--- config.mk ---
export PLATFORM = sky130hd
export DESIGN_NAME = serial_cfg_loader
export DESIGN_NICKNAME = d
export VERILOG_FILES = /design/src/rtl/sc_pkg.sv /design/src/rtl/sc_in_sync.sv /design/src/rtl/sc_word_rx.sv /design/src/rtl/sc_reg_bank.sv /design/src/rtl/serial_cfg_loader.sv
export SDC_FILE = /design/constraint.sdc
export NUM_CORES = 1
export LEC_CHECK = 0
export BUFFER_PORTS_ARGS = -buffer_cell sky130_fd_sc_hd__clkbuf_2
export CAP_MARGIN = 5
export CORE_MARGIN = 1
export CORE_UTILIZATION = 35
export DETAILED_ROUTE_END_ITERATION = 12
export SETUP_SLACK_MARGIN = 0.5
export SYNTH_ARGS = -nofsm -noshare
export SYNTH_HDL_FRONTEND = slang
export SYNTH_SLANG_ARGS = --single-unit
--- constraint.sdc ---
create_clock -name clk -period 2.66 [get_ports clk]
set_clock_uncertainty 0.1 [all_clocks]
set_input_delay 0 -clock clk [delete_from_list [all_inputs] [get_ports clk]]
set_output_delay 0 -clock clk [all_outputs]
set_load 0.05 [all_outputs]
--- src/rtl/sc_pkg.sv ---
package sc_pkg;
  localparam int ADDR_W    = 3;
  localparam int DATA_W    = 8;
  localparam int NUM_REGS  = 1 << ADDR_W;
  localparam int WORD_BITS = ADDR_W + DATA_W;
  localparam int CNT_W     = $clog2(WORD_BITS + 1);
  localparam int GAIN_W    = 6;
  localparam int MODE_IDX  = 6;
  localparam int TEST_IDX  = 7;
  localparam int PD_BIT    = 7;
  localparam int DRST_BIT  = 6;
  localparam int CFG_W     = 2;
  localparam logic [DATA_W-1:0] OFS_INIT = 8'h40;

  function automatic logic is_gain(input int idx);
    return (idx < MODE_IDX) && ((idx % 2) == 0);
  endfunction

  function automatic logic [DATA_W-1:0] init_value(input int idx);
    return ((idx < MODE_IDX) && ((idx % 2) == 1)) ? OFS_INIT : '0;
  endfunction

  // Value stored by a committed write to register idx, given its old value.
  function automatic logic [DATA_W-1:0] write_value(input int idx,
                                                    input logic [DATA_W-1:0] old_v,
                                                    input logic [DATA_W-1:0] d);
    logic [DATA_W-1:0] v;
    v = d;
    if (is_gain(idx))
      v[DATA_W-GAIN_W-1:0] = '0;
    if (idx == MODE_IDX && old_v[PD_BIT] && !d[PD_BIT])
      v[CFG_W-1:0] = '0;
    return v;
  endfunction
endpackage

--- src/rtl/sc_in_sync.sv ---
module sc_in_sync #(
  parameter int W = 4,
  parameter int STAGES = 2,
  parameter logic [W-1:0] RST_VAL = '0
) (
  input  logic         clk,
  input  logic         rst_n,
  input  logic [W-1:0] d_i,
  output logic [W-1:0] q_o
);
  logic [W-1:0] chain [STAGES];

  generate
    for (genvar s = 0; s < STAGES; s++) begin : g_stage
      always_ff @(posedge clk or negedge rst_n) begin
        if (!rst_n)      chain[s] <= RST_VAL;
        else if (s == 0) chain[s] <= d_i;
        else             chain[s] <= chain[(s == 0) ? 0 : s-1];
      end
    end
  endgenerate

  assign q_o = chain[STAGES-1];
endmodule

--- src/rtl/sc_word_rx.sv ---
module sc_word_rx
  import sc_pkg::*;
(
  input  logic                 clk,
  input  logic                 rst_n,
  input  logic                 active_i,
  input  logic                 sclk_i,
  input  logic                 sdata_i,
  input  logic                 ld_n_i,
  output logic                 commit_o,
  output logic [ADDR_W-1:0]    addr_o,
  output logic [DATA_W-1:0]    data_o,
  output logic [CNT_W-1:0]     bit_cnt_o,
  output logic [WORD_BITS-1:0] shift_o,
  output logic                 ev_ld_fall_o
);
  localparam logic [CNT_W-1:0] FULL = CNT_W'(WORD_BITS);

  logic sclk_d, ld_d, open_q;
  logic [CNT_W-1:0]     cnt_q;
  logic [WORD_BITS-1:0] sh_q;
  logic ev_sclk_rise, ev_ld_fall, ev_ld_rise;

  assign ev_sclk_rise = sclk_i & ~sclk_d;
  assign ev_ld_fall   = ~ld_n_i & ld_d;
  assign ev_ld_rise   = ld_n_i & ~ld_d;

  always_ff @(posedge clk or negedge rst_n) begin
    if (!rst_n) begin
      sclk_d <= 1'b0;
      ld_d   <= 1'b1;
    end else begin
      sclk_d <= sclk_i;
      ld_d   <= ld_n_i;
    end
  end

  always_ff @(posedge clk or negedge rst_n) begin
    if (!rst_n) begin
      open_q <= 1'b0;
      cnt_q  <= '0;
      sh_q   <= '0;
    end else if (!active_i) begin
      open_q <= 1'b0;
    end else if (ev_ld_fall) begin
      open_q <= 1'b1;
      cnt_q  <= '0;
    end else if (ev_ld_rise) begin
      open_q <= 1'b0;
    end else if (open_q && ev_sclk_rise && cnt_q < FULL) begin
      sh_q  <= {sh_q[WORD_BITS-2:0], sdata_i};
      cnt_q <= cnt_q + 1'b1;
    end
  end

  assign commit_o     = active_i & open_q & ev_ld_rise & (cnt_q == FULL);
  assign addr_o       = sh_q[WORD_BITS-1:DATA_W];
  assign data_o       = sh_q[DATA_W-1:0];
  assign bit_cnt_o    = cnt_q;
  assign shift_o      = sh_q;
  assign ev_ld_fall_o = ev_ld_fall;
endmodule

--- src/rtl/sc_reg_bank.sv ---
module sc_reg_bank
  import sc_pkg::*;
(
  input  logic                         clk,
  input  logic                         rst_n,
  input  logic                         commit_i,
  input  logic [ADDR_W-1:0]            addr_i,
  input  logic [DATA_W-1:0]            data_i,
  output logic [NUM_REGS*DATA_W-1:0]   regs_o
);
  logic clear_all;
  assign clear_all = commit_i && (addr_i == ADDR_W'(MODE_IDX)) && data_i[DRST_BIT];

  generate
    for (genvar i = 0; i < NUM_REGS; i++) begin : g_reg
      logic [DATA_W-1:0] q;
      always_ff @(posedge clk or negedge rst_n) begin
        if (!rst_n)
          q <= init_value(i);
        else if (clear_all)
          q <= init_value(i);
        else if (commit_i && addr_i == ADDR_W'(i))
          q <= write_value(i, q, data_i);
      end
      assign regs_o[i*DATA_W +: DATA_W] = q;
    end
  endgenerate
endmodule

--- src/rtl/serial_cfg_loader.sv ---
module serial_cfg_loader
  import sc_pkg::*;
#(
  parameter int SYNC_STAGES = 2
) (
  input  logic       clk,
  input  logic       rst_n,
  input  logic       sync_i,
  input  logic       sclk_i,
  input  logic       sdata_i,
  input  logic       ld_n_i,
  output logic       bus_oe_o,
  output logic [5:0] red_gain_o,
  output logic [7:0] red_ofs_o,
  output logic [5:0] grn_gain_o,
  output logic [7:0] grn_ofs_o,
  output logic [5:0] blu_gain_o,
  output logic [7:0] blu_ofs_o,
  output logic       pwr_down_o,
  output logic       ref_top_ext_o,
  output logic       dcref_ext_o,
  output logic       ac_couple_o,
  output logic       invert_o,
  output logic [1:0] chan_cfg_o,
  output logic       test_msb_o,
  output logic       out_dis_o,
  output logic       ofs_range_o,
  output logic       cis_ref_o,
  output logic [3:0] test_sel_o
);
  logic [3:0] pins_s;
  logic       sync_lvl, ld_lvl, sclk_lvl, sdata_lvl;
  logic       commit_w, ld_fall_w;
  logic [ADDR_W-1:0]    wr_addr_w;
  logic [DATA_W-1:0]    wr_data_w;
  logic [CNT_W-1:0]     bit_cnt_w;
  logic [WORD_BITS-1:0] shift_w;
  logic [NUM_REGS*DATA_W-1:0] regs_w;
  logic [DATA_W-1:0] mode_r, test_r;

  // Shared pads belong to the serial port while sync is high.
  assign bus_oe_o = ~sync_i;

  sc_in_sync #(.W(4), .STAGES(SYNC_STAGES), .RST_VAL(4'b0100)) u_sync (
    .clk(clk), .rst_n(rst_n),
    .d_i({sync_i, ld_n_i, sclk_i, sdata_i}),
    .q_o(pins_s)
  );
  assign {sync_lvl, ld_lvl, sclk_lvl, sdata_lvl} = pins_s;

  sc_word_rx u_rx (
    .clk(clk), .rst_n(rst_n),
    .active_i(sync_lvl), .sclk_i(sclk_lvl), .sdata_i(sdata_lvl), .ld_n_i(ld_lvl),
    .commit_o(commit_w), .addr_o(wr_addr_w), .data_o(wr_data_w),
    .bit_cnt_o(bit_cnt_w), .shift_o(shift_w), .ev_ld_fall_o(ld_fall_w)
  );

  sc_reg_bank u_bank (
    .clk(clk), .rst_n(rst_n),
    .commit_i(commit_w), .addr_i(wr_addr_w), .data_i(wr_data_w),
    .regs_o(regs_w)
  );

  assign red_gain_o = regs_w[0*DATA_W+2 +: GAIN_W];
  assign red_ofs_o  = regs_w[1*DATA_W   +: DATA_W];
  assign grn_gain_o = regs_w[2*DATA_W+2 +: GAIN_W];
  assign grn_ofs_o  = regs_w[3*DATA_W   +: DATA_W];
  assign blu_gain_o = regs_w[4*DATA_W+2 +: GAIN_W];
  assign blu_ofs_o  = regs_w[5*DATA_W   +: DATA_W];
  assign mode_r     = regs_w[MODE_IDX*DATA_W +: DATA_W];
  assign test_r     = regs_w[TEST_IDX*DATA_W +: DATA_W];

  assign pwr_down_o    = mode_r[PD_BIT];
  assign ref_top_ext_o = mode_r[5];
  assign dcref_ext_o   = mode_r[4];
  assign ac_couple_o   = mode_r[3];
  assign invert_o      = mode_r[2];
  assign chan_cfg_o    = mode_r[CFG_W-1:0];
  assign test_msb_o    = test_r[7];
  assign out_dis_o     = test_r[6];
  assign ofs_range_o   = test_r[5];
  assign cis_ref_o     = test_r[4];
  assign test_sel_o    = test_r[3:0];
endmodule

==> metrics.md <==
| Metric | Value |
|---|---|
| Status | completed |
| Starting DRC count in detailed routing | 172 |
| Clock Tree Root | clkbuf_8 |
| RePlAce Congestion | 0.7591 |
| Syn Inst Count | 323 |
| Crit end category | flip-flop |
| CP delay by family, top | simple AND/OR/NAND/NOR gates |
| DP Wirelength | 5729 microns |
| CTS tree | built |
| Worst-Margin Slew | 1.034 ns |
| Most frequent cells in the layout | dfrtp_1, clkbuf_2, inv_1 |
| Max Slew Vio Count | 0 |
| Vias in the first global route | 2815 |
| Final wirelength | 9015 microns |
| Pre-Repair DR Iteration Count | 4 |
| Largest net degree at the start of global routing | 84 |
| Synth Cell Area | 3751 sq um |
| Number of remaining DRC errors | 0 |
| RSZ-0062 raised after global routing | false |
| Num CTS Buffers | 9 |
| Chip Width | 105.5 microns |
| Wire per inst | 17.14 microns |
| Register share of total power | 52.4% |
| Vias | 2855 |
| Pleak | 2.125 nW |
| Synth cell types | 48 |
| Diode count | 0 |
| WP data arrival | 2.20 ns |
| Gr ovfl total | 0 |
| Initial Util | 36.17% |
| Crit-path cells | ha_2, nand4b_4, or4_4, a22o_1 |
| Highest Clock Rate | 0.4851 GHz |
| Min Tclk post-route | 2.061 ns |
| Global-route wire length before repair | 14830 microns |
| Htree depth | 3 |
| Final ANT Viol Nets | 0 |
| Die outline area | 11140 sq um |
| Worst Path Max Fanout | 9 |
| Power per standard cell area | 555.1 nW/um^2 |
| Syn nets | 332 |
| Post-synthesis sequential area ratio | 55.57% |
| Setup TNS | 0 ns |
| IO Port Bufs | 63 |
| Crit path largest cell delay | 0.57 ns |
| Area grow syn2layout | 20.68% |
| Layout net count | 394 |
| Critical path class | reg -> reg |
| Clk slew on worst S/H paths | 0.08 ns |
| Commonest non-fill, non-tap cell in the layout | dfrtp_1 |
| Buf/Inv on CP | 0 |
| I/O pin count | 64 |
| Pint | 1.950 mW |
| Hold Path Class | in -> reg |
| Crit path required time | 2.80 ns |
| Psw | 0.5624 mW |
| GRT Total Usage | 17.11% |
| Hold Vio Cnt, Final | 0 |
| Yosys reg bits | 83 |
| Die Ht | 105.5 microns |
| TritonCTS Sinks | 83 |
| CP Launch Type | flip-flop |
| Syn_area_per_cell | 11.61 sq um |
| Max-Slew Margin vs Limit | 31.04% |
| Final Cycle Share | 77.49% |
| Core Rows | 37 |
| Core Box Area | 10370 sq um |
| Net Sw Frac | 22.38% |
| Maxcap violations | 0 |
| Routed vias/inst | 5.428 |
| Layout cells sized above 1 | 31.79% |
| Clock power share | 42.9% |
| Combinational share of power | 4.7% |
| Bufs on Longest Clock Path | 2 |
| Final setup vio count | 0 |
| Final core utilization | 43.65% |
| Slowest CP cell | or4_4 |
| Maximum VDD drop | 0.0003512 V |
| Clock Latency Late Sink | 0.35 ns |
| Initial antenna violation count | 0 |
| Synth Warn # | 0 |
-- routing by layer --
metal | wire length, microns | share of wire (%) | global-route usage [%]
met1 | 4291 | 48 | 23.67
met2 | 4176 | 46 | 26.74
met3 | 423 | 4.7 | 3.896
met4 | 123 | 1.4 | 5.258
met5 | 0 | 0 | 0
-- cell usage after synthesis, drive strengths merged --
cell	number	area, sq um
nand4b	2	32.53
and2	2	12.51
inv	26	97.59
nor2	5	18.77
o311ai	1	8.760
o2111ai	2	17.52
dfstp	6	157.7
nand2	7	26.28
o22ai	12	75.07
a21oi	2	10.01
or3	8	50.05
nor4	3	18.77
xor2	1	8.760
o21ai	2	10.01
o221ai	8	70.07
nor3	7	45.04
o21a	6	45.04
a31oi	1	6.260
o31ai	1	7.510
and3b	1	8.760
dfrtp	77	1927
nand3	4	20.02
buf	12	60.06
a41oi	14	122.6
nand3b	1	7.510
nand4	8	50.05
a22o	21	183.9
and4b	3	30.03
mux2	18	202.7
and3	3	18.77
o41ai	3	26.28
a32o	6	60.06
a221oi	1	8.760
a211o	3	26.28
nor2b	9	56.30
nand2b	3	18.77
nor3b	2	15.01
ha	3	37.54
a211oi	1	12.51
or2b	1	7.510
clkbuf	19	72.56
a21boi	7	52.55
or4	1	7.510
-- worst reg2reg max path: stages, from the launching register on --
cell and delay, ns:
dfstp_2 0.55, ha_2 0.27, nand4b_4 0.22, or4_4 0.57
a22o_1 0.25
-- sequential cells by signal (all words and copies together), names as in the netlist --
| name | flops |
|---|---|
| u_rx.ld_d | 1 |
| u_rx.bit_cnt_o | 4 |
| u_rx.open_q | 1 |
| u_rx.sclk_d | 1 |
| u_bank.g.q | 57 |
| u_sync.chain | 4 |
| u_rx.shift_o | 11 |
| u_sync.q_o | 4 |
-- cell families (layout without fill, tap and decap cells) --
| family | count (synthesis) | in the layout | synth area share (%) |
|---|---|---|---|
| adder cells (fa/ha/maj) | 3 | 3 | 1.001 |
| flip-flops | 83 | 83 | 55.57 |
| multiplexers | 18 | 18 | 5.403 |
| AO/OA/AOI/OAI | 91 | 91 | 19.81 |
| XOR/XNOR | 1 | 1 | 0.2335 |
| buffers and inverters | 57 | 124 | 6.137 |
| AND/OR/NAND/NOR | 70 | 70 | 11.84 |
-- cell type report --
class,instances,area [sq um]
Tap cell,136,170.2
Sequential cell,83,2085
Clock buffer,9,123.9
Timing Repair Buffer,82,485.5
Fill cell,1015,5843
Clock inverter,7,116.4
Multi-Input combinational cell,183,1449
Inverter,26,97.59
-- power groups by stage --
stage          Combinational [mW]  Sequential (mW)  Clock [mW]
6_report                    0.118             1.32        1.08
4_1_cts                     0.115             1.32        1.11
3_5_place_dp                0.109             1.34           0
5_1_grt                     0.133             1.32        1.17
2_1_floorplan              0.0643             1.33           0
3_3_place_gp                0.107             1.34           0
-- per-stage QoR --
step           total power [mW]  cell area [sq um]  setup slack [ns]  std cells  hold WS [ns]
2_1_floorplan             1.396               3751            0.6554        323       -0.3956
5_1_grt                   2.627               4527            0.4940        526        0.1887
6_report                  2.513               4527            0.5987        526        0.1886
4_1_cts                   2.540               4486            0.5456        523        0.1804
3_3_place_gp              1.448               4189            0.4378        502     -0.004296
3_5_place_dp              1.450               4189            0.3958        502     -0.001548
-- worst paths after layout --
check	from	slack, ns	cells past startpoint	endpoint
max	u_sync.q_o[2]	0.60	4	u_bank.g_reg[4].q[7]
min	ld_n_i	0.19	2	u_sync.chain[6]
max reg2reg	u_sync.q_o[2]	0.60	4	u_bank.g_reg[4].q[7]
min reg2reg	u_sync.chain[7]	0.25	0	u_sync.q_o[3]
max in group asynchronous	rst_n	1.53	2	u_bank.g_reg[3].q[0]
min in group asynchronous	rst_n	0.28	2	u_sync.chain[5]
-- timing repair --
action                                  4_1_cts  5_1_grt
endpoints found under the hold margin        81        0
buffers inserted                              0        3
hold buffers                                  5        0
pin swaps                                     0        0
endpoints found under the setup margin       13       37
resized for setup                             2        2
Note: power is estimated with default switching activity, not from simulation.
